--- src/rtl/boot_cfg_pkg.sv ---
package boot_cfg_pkg;

  typedef enum logic [1:0] {
    SRC_NONE = 2'd0,
    SRC_EE   = 2'd1,
    SRC_FUSE = 2'd2,
    SRC_DEF  = 2'd3
  } cfg_src_e;

  localparam logic [47:0] DEF_NODE  = 48'h000EC6817801;
  localparam logic [15:0] DEF_VID   = 16'h0F1E;
  localparam logic [15:0] DEF_PID   = 16'h178A;
  localparam logic [7:0]  DEF_FLAGS = 8'h00;
  localparam logic [15:0] DEF_LED   = 16'h0000;

  // 8-bit add with end-around carry
  function automatic logic [7:0] ones_add(input logic [7:0] a, input logic [7:0] b);
    logic [8:0] s;
    s = {1'b0, a} + {1'b0, b};
    return s[7:0] + {7'd0, s[8]};
  endfunction

endpackage

--- src/rtl/boot_csum_acc.sv ---
module boot_csum_acc import boot_cfg_pkg::*; #(
  parameter int LANES = 1
) (
  input  logic               clk_i,
  input  logic               rst_ni,
  input  logic               add_i,
  input  logic [8*LANES-1:0] data_i,
  output logic [7:0]         sum_o
);
  logic [7:0] sum_q;
  logic [7:0] chain [LANES+1];

  assign chain[0] = sum_q;
  for (genvar g = 0; g < LANES; g++) begin : g_lane
    assign chain[g+1] = ones_add(chain[g], data_i[8*g +: 8]);
  end

  always_ff @(posedge clk_i or negedge rst_ni) begin
    if (!rst_ni)    sum_q <= '0;
    else if (add_i) sum_q <= chain[LANES];
  end

  assign sum_o = sum_q;
endmodule

--- src/rtl/boot_ee_reader.sv ---
module boot_ee_reader #(
  parameter int CLK_DIV = 32,
  parameter int ADDR_W  = 8,
  parameter int DATA_W  = 16
) (
  input  logic              clk_i,
  input  logic              rst_ni,
  input  logic              start_i,
  input  logic [ADDR_W-1:0] addr_i,
  output logic              valid_o,
  output logic [DATA_W-1:0] data_o,
  output logic              ee_sck_o,
  output logic              ee_cs_o,
  output logic              ee_ctl_oe_o,
  output logic              ee_dio_o,
  output logic              ee_dio_oe_o,
  input  logic              ee_dio_i
);
  localparam int HALF     = CLK_DIV / 2;
  localparam int DIV_W    = $clog2(CLK_DIV);
  localparam int CMD_BITS = 3 + ADDR_W;
  localparam int TOT_BITS = CMD_BITS + 1 + DATA_W;
  localparam int BIT_W    = $clog2(TOT_BITS + 1);

  typedef enum logic [1:0] {RD_IDLE, RD_SHIFT, RD_GAP} rd_st_e;

  rd_st_e              st_q;
  logic [DIV_W-1:0]    div_q;
  logic [BIT_W-1:0]    bit_q;
  logic [CMD_BITS-1:0] cmd_q;
  logic [DATA_W-1:0]   data_q;
  logic                valid_q;
  logic                div_end;

  assign div_end = (div_q == DIV_W'(CLK_DIV - 1));

  always_ff @(posedge clk_i or negedge rst_ni) begin
    if (!rst_ni) begin
      st_q    <= RD_IDLE;
      div_q   <= '0;
      bit_q   <= '0;
      cmd_q   <= '0;
      data_q  <= '0;
      valid_q <= 1'b0;
    end else begin
      valid_q <= 1'b0;
      unique case (st_q)
        RD_IDLE: if (start_i) begin
          st_q  <= RD_SHIFT;
          div_q <= '0;
          bit_q <= '0;
          cmd_q <= {3'b110, addr_i};
        end
        RD_SHIFT: if (div_end) begin
          div_q <= '0;
          if (bit_q >= BIT_W'(CMD_BITS)) data_q <= {data_q[DATA_W-2:0], ee_dio_i};
          if (bit_q == BIT_W'(TOT_BITS - 1)) st_q <= RD_GAP;
          else begin
            bit_q <= bit_q + 1'b1;
            cmd_q <= cmd_q << 1;
          end
        end else div_q <= div_q + 1'b1;
        RD_GAP: if (div_end) begin
          div_q   <= '0;
          st_q    <= RD_IDLE;
          valid_q <= 1'b1;
        end else div_q <= div_q + 1'b1;
        default: st_q <= RD_IDLE;
      endcase
    end
  end

  assign ee_cs_o     = (st_q == RD_SHIFT);
  assign ee_ctl_oe_o = (st_q == RD_SHIFT);
  assign ee_sck_o    = (st_q == RD_SHIFT) && (div_q >= DIV_W'(HALF));
  assign ee_dio_oe_o = (st_q == RD_SHIFT) && (bit_q < BIT_W'(CMD_BITS));
  assign ee_dio_o    = ee_dio_oe_o & cmd_q[CMD_BITS-1];
  assign valid_o     = valid_q;
  assign data_o      = data_q;

  a_r2_dio_steady_high: assert property (@(posedge clk_i) disable iff (!rst_ni)
    ee_sck_o |=> (!ee_sck_o || $stable(ee_dio_o)));
  a_r2_cs_rise_low: assert property (@(posedge clk_i) disable iff (!rst_ni)
    $rose(ee_cs_o) |-> !ee_sck_o);
  a_r3_release_on_cs_fall: assert property (@(posedge clk_i) disable iff (!rst_ni)
    $fell(ee_cs_o) |-> (!ee_ctl_oe_o && !ee_dio_oe_o && !ee_sck_o));
  a_r3_dio_inside_cs: assert property (@(posedge clk_i) disable iff (!rst_ni)
    ee_dio_oe_o |-> ee_cs_o);
endmodule

--- src/rtl/boot_cfg_loader.sv ---
module boot_cfg_loader import boot_cfg_pkg::*; #(
  parameter int CLK_DIV       = 32,
  parameter int FUSE_BYTES    = 64,
  parameter int LED_WORD      = 8'h42,
  parameter int FUSE_FLAG_IDX = 49,
  parameter int FUSE_CSUM_IDX = 50,
  parameter int FUSE_LED_IDX  = 52
) (
  input  logic        clk_i,
  input  logic        rst_ni,
  output logic        ee_sck_o,
  output logic        ee_cs_o,
  output logic        ee_ctl_oe_o,
  output logic        ee_dio_o,
  output logic        ee_dio_oe_o,
  input  logic        ee_dio_i,
  output logic        fuse_rd_o,
  output logic [5:0]  fuse_addr_o,
  input  logic [7:0]  fuse_data_i,
  output logic [47:0] node_addr_o,
  output logic [15:0] vid_o,
  output logic [15:0] pid_o,
  output logic [7:0]  flags_o,
  output logic [15:0] led_mode_o,
  output logic [1:0]  src_o,
  output logic        done_o
);
  localparam int FA_W = $clog2(FUSE_BYTES);
  localparam int FC_W = FA_W + 1;

  typedef enum logic [2:0] {T_EE_GO, T_EE_WAIT, T_FUSE, T_FUSE_CHK, T_DONE} top_st_e;

  top_st_e     st_q;
  logic [2:0]  step_q;
  logic [7:0]  ee_addr;
  logic        rd_valid;
  logic [15:0] rd_data;
  logic [7:0]  ee_sum, fuse_sum;
  logic        ee_ok;
  logic [FC_W-1:0] fcnt_q;
  logic        fv_q;
  logic [FA_W-1:0] fa_q;
  logic        first_ff_q;
  logic [7:0]  fcsum_q;
  logic [47:0] s_node;
  logic [15:0] s_vid, s_pid, s_led;
  logic [7:0]  s_flags;

  always_comb begin
    unique case (step_q)
      3'd0:    ee_addr = 8'h03;
      3'd1:    ee_addr = 8'h04;
      3'd2:    ee_addr = 8'h05;
      3'd3:    ee_addr = 8'h00;
      3'd4:    ee_addr = 8'h01;
      3'd5:    ee_addr = 8'h02;
      default: ee_addr = 8'(LED_WORD);
    endcase
  end

  boot_ee_reader #(.CLK_DIV(CLK_DIV), .ADDR_W(8), .DATA_W(16)) u_rd (
    .clk_i, .rst_ni,
    .start_i    (st_q == T_EE_GO),
    .addr_i     (ee_addr),
    .valid_o    (rd_valid),
    .data_o     (rd_data),
    .ee_sck_o, .ee_cs_o, .ee_ctl_oe_o, .ee_dio_o, .ee_dio_oe_o, .ee_dio_i
  );

  boot_csum_acc #(.LANES(2)) u_ee_sum (
    .clk_i, .rst_ni,
    .add_i  (rd_valid && st_q == T_EE_WAIT && step_q < 3'd2),
    .data_i (rd_data),
    .sum_o  (ee_sum)
  );

  boot_csum_acc #(.LANES(1)) u_fuse_sum (
    .clk_i, .rst_ni,
    .add_i  (fv_q && fa_q != FA_W'(FUSE_CSUM_IDX)),
    .data_i (fuse_data_i),
    .sum_o  (fuse_sum)
  );

  assign ee_ok       = (rd_data[7:0] == 8'hFF - ee_sum);
  assign fuse_rd_o   = (st_q == T_FUSE) && (fcnt_q < FC_W'(FUSE_BYTES));
  assign fuse_addr_o = 6'(fcnt_q[FA_W-1:0]);

  always_ff @(posedge clk_i or negedge rst_ni) begin
    if (!rst_ni) begin
      st_q <= T_EE_GO;  step_q <= '0;
      fcnt_q <= '0;  fv_q <= 1'b0;  fa_q <= '0;
      first_ff_q <= 1'b0;  fcsum_q <= '0;
      s_node <= '0;  s_vid <= '0;  s_pid <= '0;  s_led <= '0;  s_flags <= '0;
      node_addr_o <= '0;  vid_o <= '0;  pid_o <= '0;  flags_o <= '0;
      led_mode_o <= '0;  src_o <= SRC_NONE;  done_o <= 1'b0;
    end else begin
      fv_q <= fuse_rd_o;
      fa_q <= fuse_addr_o[FA_W-1:0];
      unique case (st_q)
        T_EE_GO: st_q <= T_EE_WAIT;
        T_EE_WAIT: if (rd_valid) begin
          unique case (step_q)
            3'd0: s_vid <= rd_data;
            3'd1: s_pid <= rd_data;
            3'd2: s_flags <= rd_data[15:8];
            3'd3: s_node[47:32] <= {rd_data[7:0], rd_data[15:8]};
            3'd4: s_node[31:16] <= {rd_data[7:0], rd_data[15:8]};
            3'd5: s_node[15:0]  <= {rd_data[7:0], rd_data[15:8]};
            default: ;
          endcase
          if (step_q == 3'd2 && !ee_ok) st_q <= T_FUSE;
          else if (step_q == 3'd6) begin
            node_addr_o <= s_node;  vid_o <= s_vid;  pid_o <= s_pid;
            flags_o <= s_flags;  led_mode_o <= rd_data;
            src_o <= SRC_EE;  done_o <= 1'b1;  st_q <= T_DONE;
          end else begin
            step_q <= step_q + 1'b1;
            st_q   <= T_EE_GO;
          end
        end
        T_FUSE: begin
          if (fuse_rd_o) fcnt_q <= fcnt_q + 1'b1;
          if (fv_q) begin
            if (fa_q == '0) first_ff_q <= (fuse_data_i == 8'hFF);
            if (fa_q < FA_W'(6)) s_node[8*(5-int'(fa_q)) +: 8] <= fuse_data_i;
            if (fa_q == FA_W'(6)) s_vid[7:0]  <= fuse_data_i;
            if (fa_q == FA_W'(7)) s_vid[15:8] <= fuse_data_i;
            if (fa_q == FA_W'(8)) s_pid[7:0]  <= fuse_data_i;
            if (fa_q == FA_W'(9)) s_pid[15:8] <= fuse_data_i;
            if (fa_q == FA_W'(FUSE_FLAG_IDX)) s_flags <= fuse_data_i;
            if (fa_q == FA_W'(FUSE_CSUM_IDX)) fcsum_q <= fuse_data_i;
            if (fa_q == FA_W'(FUSE_LED_IDX))     s_led[7:0]  <= fuse_data_i;
            if (fa_q == FA_W'(FUSE_LED_IDX + 1)) s_led[15:8] <= fuse_data_i;
            if (fa_q == FA_W'(FUSE_BYTES - 1)) st_q <= T_FUSE_CHK;
          end
        end
        T_FUSE_CHK: begin
          if (!first_ff_q && fcsum_q == 8'hFF - fuse_sum) begin
            node_addr_o <= s_node;  vid_o <= s_vid;  pid_o <= s_pid;
            flags_o <= s_flags;  led_mode_o <= s_led;  src_o <= SRC_FUSE;
          end else begin
            node_addr_o <= DEF_NODE;  vid_o <= DEF_VID;  pid_o <= DEF_PID;
            flags_o <= DEF_FLAGS;  led_mode_o <= DEF_LED;  src_o <= SRC_DEF;
          end
          done_o <= 1'b1;
          st_q   <= T_DONE;
        end
        default: st_q <= T_DONE;
      endcase
    end
  end

  a_r9_done_sticky: assert property (@(posedge clk_i) disable iff (!rst_ni)
    done_o |=> done_o);
  a_r9_fields_frozen: assert property (@(posedge clk_i) disable iff (!rst_ni)
    done_o |=> ($stable(node_addr_o) && $stable(vid_o) && $stable(pid_o) &&
                $stable(flags_o) && $stable(led_mode_o) && $stable(src_o)));
  a_r9_src_known: assert property (@(posedge clk_i) disable iff (!rst_ni)
    done_o |-> (src_o != 2'b00));
  a_r10_no_fuse_after_done: assert property (@(posedge clk_i) disable iff (!rst_ni)
    done_o |-> !fuse_rd_o);
  a_r10_ee_quiet_in_fuse: assert property (@(posedge clk_i) disable iff (!rst_ni)
    fuse_rd_o |-> (!ee_ctl_oe_o && !ee_dio_oe_o));
  a_r3_quiet_after_done: assert property (@(posedge clk_i) disable iff (!rst_ni)
    done_o |-> (!ee_ctl_oe_o && !ee_cs_o));
endmodule

--- config.mk ---
export PLATFORM = sky130hd
export DESIGN_NAME = boot_cfg_loader
export DESIGN_NICKNAME = d
export VERILOG_FILES = /design/src/rtl/boot_cfg_pkg.sv /design/src/rtl/boot_csum_acc.sv /design/src/rtl/boot_ee_reader.sv /design/src/rtl/boot_cfg_loader.sv
export SDC_FILE = /design/constraint.sdc
export NUM_CORES = 1
export LEC_CHECK = 0
export BUFFER_PORTS_ARGS = -buffer_cell sky130_fd_sc_hd__buf_2
export CAP_MARGIN = 10
export CORE_MARGIN = 8
export CORE_UTILIZATION = 62
export CTS_BUF_LIST = sky130_fd_sc_hd__clkbuf_8
export CTS_CLUSTER_DIAMETER = 200
export DETAILED_ROUTE_END_ITERATION = 10
export PLACE_DENSITY = 0.83
export SLEW_MARGIN = 30
export SYNTH_ARGS = -nofsm -noshare
export SYNTH_HDL_FRONTEND = slang
export SYNTH_SLANG_ARGS = --single-unit
--- constraint.sdc ---
create_clock -name clk_i -period 5.9 [get_ports clk_i]
set_input_delay 0.59 -clock clk_i [delete_from_list [all_inputs] [get_ports clk_i]]
set_output_delay 0.59 -clock clk_i [all_outputs]
set_load 0.02 [all_outputs]
* Word level (Yosys, flattened, before mapping)
Index checks and enable logic that the tools add are counted.
Word-level totals: flip-flop bits (word level) 296, output and inout port bits 119, word-level logic and storage cells 227
Operators by class: add/subtract/negate cells 14, order comparisons 6, eq/ne operators 48, shift operators 2, muxes and demuxes 83, bitwise gates (word level) 3, reduce and logical (&&, ||, !) cells 39
Operators with widths (count):
- 2-to-1 mux 16 bit | 21
- 2-to-1 mux 48 bit | 7
- case mux 48 bit (2 select lines) | 2
- case mux 16 bit (2 select lines) | 5
- 2-to-1 mux 8 bit | 12
- bitwise mux 48 bit | 1
- variable shift 8 x 33 -> 48 bit, first input constant | 1
- variable part select 8 x 33 -> 48 bit | 1
- case mux 7 bit (6 select lines) | 1
- AND reduction 5 bit | 8
- inequality test 2 x 1 -> 1 bit, second input constant | 19
- 2-to-1 mux 11 bit | 3
- negation 10 -> 33 bit | 1
- case mux 8 bit (2 select lines) | 2
- equality test 6 bit, second input constant | 5
- adder 8 x 8 -> 9 bit | 3
- adder 8 x 1 -> 8 bit | 3
- case mux 11 bit (2 select lines) | 1
- 2-to-1 mux 5 bit | 4
- case mux 5 bit (2 select lines) | 2
- AND reduction 3 bit | 6
- equality test 8 bit | 2
- AND reduction 4 bit | 4
- subtractor 8 bit, first input constant | 2
- other kinds (38) | 79

* Depth between registers and ports, before layout
depth in word-level cells 7, depth in mapped cells 23

* By module
From an unflattened synthesis, not the netlist that was laid out.
Second synthesis, totals: cell total of the unflattened synthesis 1597, area total of the unflattened synthesis 15483.6 um^2
By module, submodules not included:
- boot_cfg_loader | instances 1, cells an instance 1160, area each 11234.5 um^2, seq. area each 6005.8 um^2
- boot_ee_reader | instances 1, cells an instance 188, area each 2095.8 um^2, seq. area each 1001.0 um^2
- boot_csum_acc at u_ee_sum | instances 1, cells an instance 158, area each 1298.7 um^2, seq. area each 200.2 um^2
- boot_csum_acc at u_fuse_sum | instances 1, cells an instance 91, area each 854.6 um^2, seq. area each 200.2 um^2

* Worst setup path before layout
No wires, ideal clock.
kind register to register, start point reg u_rd.data_q[0], in the netlist u_rd.data_o[0], end point reg u_ee_sum.sum_q[7], in the netlist u_ee_sum.sum_o[7], arrival time 4.414 ns, required time 5.775 ns, setup slack 1.361 ns, stages on the path, launching flop included 23, buffers on the path 0, period minus slack after synthesis 4.539 ns, cell sequence dfrtp_1 -> ha_1 -> fa_1 -> a21o_1 -> a21oi_1 -> nor2_1 -> nor2_1 -> nand2_1 -> ha_1 -> ha_1 -> xor2_1 -> ha_1 -> nor2b_1 -> o311a_1 -> o31a_1 -> o21ai_0 -> nand2b_1 -> ha_1 -> and3_1 -> and3_1 -> nand3_1 -> xor3_1 -> mux2_2
Between the ends: cells in the longest elaborated chain, start to end 4
RTL lines:
- start, declared | RTL line boot_ee_reader.sv:31 | logic [DATA_W-1:0] data_q;
- start signal, assigned | RTL line boot_ee_reader.sv:56 | if (bit_q >= BIT_W'(CMD_BITS)) data_q <= {data_q[DATA_W-2:0], ee_dio_i};
- adder 8 x 8 -> 9 bit | RTL line boot_cfg_pkg.sv:19 | s = {1'b0, a} + {1'b0, b};
- adder 8 x 1 -> 8 bit | RTL line boot_cfg_pkg.sv:20 | return s[7:0] + {7'd0, s[8]};
- adder 8 x 8 -> 9 bit | RTL line boot_cfg_pkg.sv:19
- adder 8 x 1 -> 8 bit | RTL line boot_cfg_pkg.sv:20
- end signal, assigned | RTL line boot_csum_acc.sv:20 | else if (add_i) sum_q <= chain[LANES];
- end, declared | RTL line boot_csum_acc.sv:10 | logic [7:0] sum_q;
Every way passes these cells. A chain may end at the register's enable or synchronous reset.

* Final worst setup path
Same ends and word-level chain as after synthesis.

==> flow_summary.yaml <==
timing:
  fin_ws_ns: 0.9843
  fmax_mhz: 203.4
  skew_ns: 0.01972
  rsz0062_at_grt: "no"
  slew_headroom: 0.3423
  setup_violations: 0
  finalCriticalPeriod_ns: 4.916
  fin_crit_sh: 0.8332
  drv_slew: 0
  tightest_slew_ns: 0.9790
  setup_tns_ns: 0
  hold_viol_final: 0
synth:
  synth_compound_area_frac: 0.1735
  ys_seq_elements: 296
  yosys.area_share.adder: 0.05453
  yosys.area.top_type: "dfrtp_1"
  synth_ff_type: "dfrtp_1"
  syn_avg_cell_area_um2: 11.09
  synth_warnings: 0
  synth_area_leaders: "dfrtp_1 53%, ha_1 5.0%, mux2_2 4.7%"
  synth_nets: 1328
  synth_edf_count: 0
  synthXorXnorAreaFrac: 0.03480
  synth-simple-area-share: 0.1193
  synth_top_area_share: 0.5309
  synth.distinct_cells: 66
  async_reset_ff_frac: 1.000
  syn-cell-area_um2: 13950
  synth_cells: 1258
  synth-seq-area-share: 0.5309
  synth_top_family_by_area: "compound AO/OA/AOI/OAI gates"
  synthMuxAreaShare: 0.05901
clock_tree:
  cts_buffers: 48
  clk_latency_ns: 0.57
  post_cts_resized: 0
  clk_pin_slew_ns: 0.06
  h-tree-depth: 2
  cts_hold_buf: 0
  cts_tree: "built"
  cts-root-buf: "clkbuf_8"
  cts_max_path_buffers: 3
  cts_setup_buffers: 0
  cts.sinks: 296
global_routing:
  antenna_found_initial: 0
  grt_pass1_wl_um: 58940
  gr-usage-all-layers: 0.2630
  grt-ovfl-total: 0
  grt_max_degree: 116
  grt_pass1_vias: 10734
setup_path:
  crit_chain: "ha_1, fa_1, a21o_1, a21oi_1, nor2_1, nor2_1, nand2_1, ha_1, ha_1, xor2_1, ha_1, nor2b_1, o311a_1, o31a_1, o21ai_0, nand2b_1, ha_1, and3_1, and3_1, nand3_1, xor3_1, mux2_2"
  critPathKind: "reg2reg"
  crit_buf_inv: 0
  worstRegToRegCells: 22
  critPathArrivalTime_ns: 5.36
  cpLargestDelayFamily: "adder cells"
  worstSetupEndpointType: "register"
  rrSetupSlack_ns: 0.98
  cp.required_ns: 6.35
  worstReg2RegEnd: "u_ee_sum.sum_o[7]$_DFFE_PN0P_"
  cp_max_fo: 5
  cp_slowest_cell: "dfrtp_1"
  r2r-start: "u_rd.data_o[0]$_DFFE_PN0P_"
  worstSetupStartpointType: "register"
  cp_common_cell: "ha_1"
  cpPeakStageDelay_ns: 0.41
die:
  fp.dieH_um: 166.0
  core_um2: 22370
  rows: 55
  io_pins: 130
  die_area_um2: 27560
  start_util: 0.6238
  die_w_um: 166.0
power_and_ir_drop:
  power_w: 0.003947
  power_density_nw_per_um2: 249.6
  p_leak_nw: 7.986
  ir_drop_v: 0.0002076
routing:
  vias_per_cell: 6.284
  route.met3.wl_um: 2675
  vias: 10683
  wl_per_cell_um: 21.40
  wl_met2_um: 16470
  drt_iter0_drc: 1044
  drc_errors: 0
  ant_nets: 0
  wl_um: 36380
  top_layer: "met4"
  dr.pass1.iters: 7
  wl_met1_um: 15590
placement:
  placed_cell_area_um2: 14810
  portBuffers: 129
  place.gp.congestion: 0.9073
  post-place-ws_ns: 1.000
  hpwl_um: 25110
cells_and_area:
  drive_gt1_frac: 0.2219
  syn2layout_area_growth_pct: 13.38
  post-route-util: 0.7072
  final_nets: 1449
  final_area_um2: 15820
  layout_commonest_cell: "dfrtp_1"
  diodes: 0
  layout_common_cells: "296 x dfrtp_1, 137 x nand2_1, 128 x buf_2"
job:
  maxCapViolations: 0
status:
  outcome: "complete, no violations"
hold_path:
  hold_path.class: "in2async"
-- power by group --
| part | switching [W] | leakage [nW] | internal, W |
|---|---|---|---|
| combinational | 0.0000703 | 3.68 | 0.0000227 |
| clock | 0.000808 | 0.577 | 0.00100 |
| sequential | 0.00000484 | 3.73 | 0.00204 |
| total | 0.000883 | 7.99 | 0.00306 |
-- synth_stat cells, drive strengths merged (13+ instances only) --
cell    number
o221a       16
clkbuf      55
and3        13
dfrtp      296
mux2        58
inv         27
xnor2       27
o22a        29
nand4       21
a21o        17
o21ai       92
nor2        58
buf         13
mux2i       17
xor2        23
nand2      138
a21oi       57
a22o        61
nand3       20
and2        18
ha          56
-- state kept, by name, summed over array words and instances (netlist names), 8 cells and up --
register and cells:
u_ee_sum.sum_o 8, pid_o 16, s_flags 8, u_rd.data_o 16, s_vid 16, flags_o 8, node_addr_o 48, s_pid 16
vid_o 16, u_rd.cmd_q 11, led_mode_o 16, fcsum_q 8, s_led 16, u_fuse_sum.sum_o 8, s_node 48
-- cells by family after synthesis --
family	after synthesis
AOI/OAI and AO/OA	342
xor gates and xnor gates	52
adders and majority gates	59
buffers and inverters	95
DFF	296
muxes	75
and+or+nand+nor	339
-- metrics by stage --
stage                     std cells  hold WS (ns)
after CTS                      1700       0.09441
after global placement         1614        0.4241
after global routing           1700        0.1118
final                          1700       0.03030
after detailed placement       1614        0.4437
after floorplan                1258        0.2944
-- worst max path at each step --
stage                     cells past startpoint  slack (ns)                             to                  startpoint
final                                        22        0.98  u_ee_sum.sum_o[7]$_DFFE_PN0P_  u_rd.data_o[0]$_DFFE_PN0P_
after global routing                         22        0.68  u_ee_sum.sum_o[7]$_DFFE_PN0P_  u_rd.data_o[0]$_DFFE_PN0P_
after CTS                                    22        0.99  u_ee_sum.sum_o[7]$_DFFE_PN0P_  u_rd.data_o[0]$_DFFE_PN0P_
after detailed placement                     22        1.00  u_ee_sum.sum_o[7]$_DFFE_PN0P_  u_rd.data_o[0]$_DFFE_PN0P_
after global placement                       22        1.14  u_ee_sum.sum_o[7]$_DFFE_PN0P_  u_rd.data_o[0]$_DFFE_PN0P_
after floorplan                              22        1.36  u_ee_sum.sum_o[7]$_DFFE_PN0P_  u_rd.data_o[0]$_DFFE_PN0P_
-- final cells by class --
class                      count  area [um2]
tap                          285       356.6
multi-input combinational    867        6207
clock buffer                  63       867.1
inverter                      27       101.3
clock inverter                23       135.1
fill                        1618        6548
sequential                   296        7407
timing repair buffer         139       743.2
-- per-layer routing --
metal	vias up	global-route usage
met1	5303	0.3497
met5	-	0
met2	440	0.4075
met3	108	0.05562
met4	0	0.1273
li1	4832	-
(Power assumes the default switching activity.)
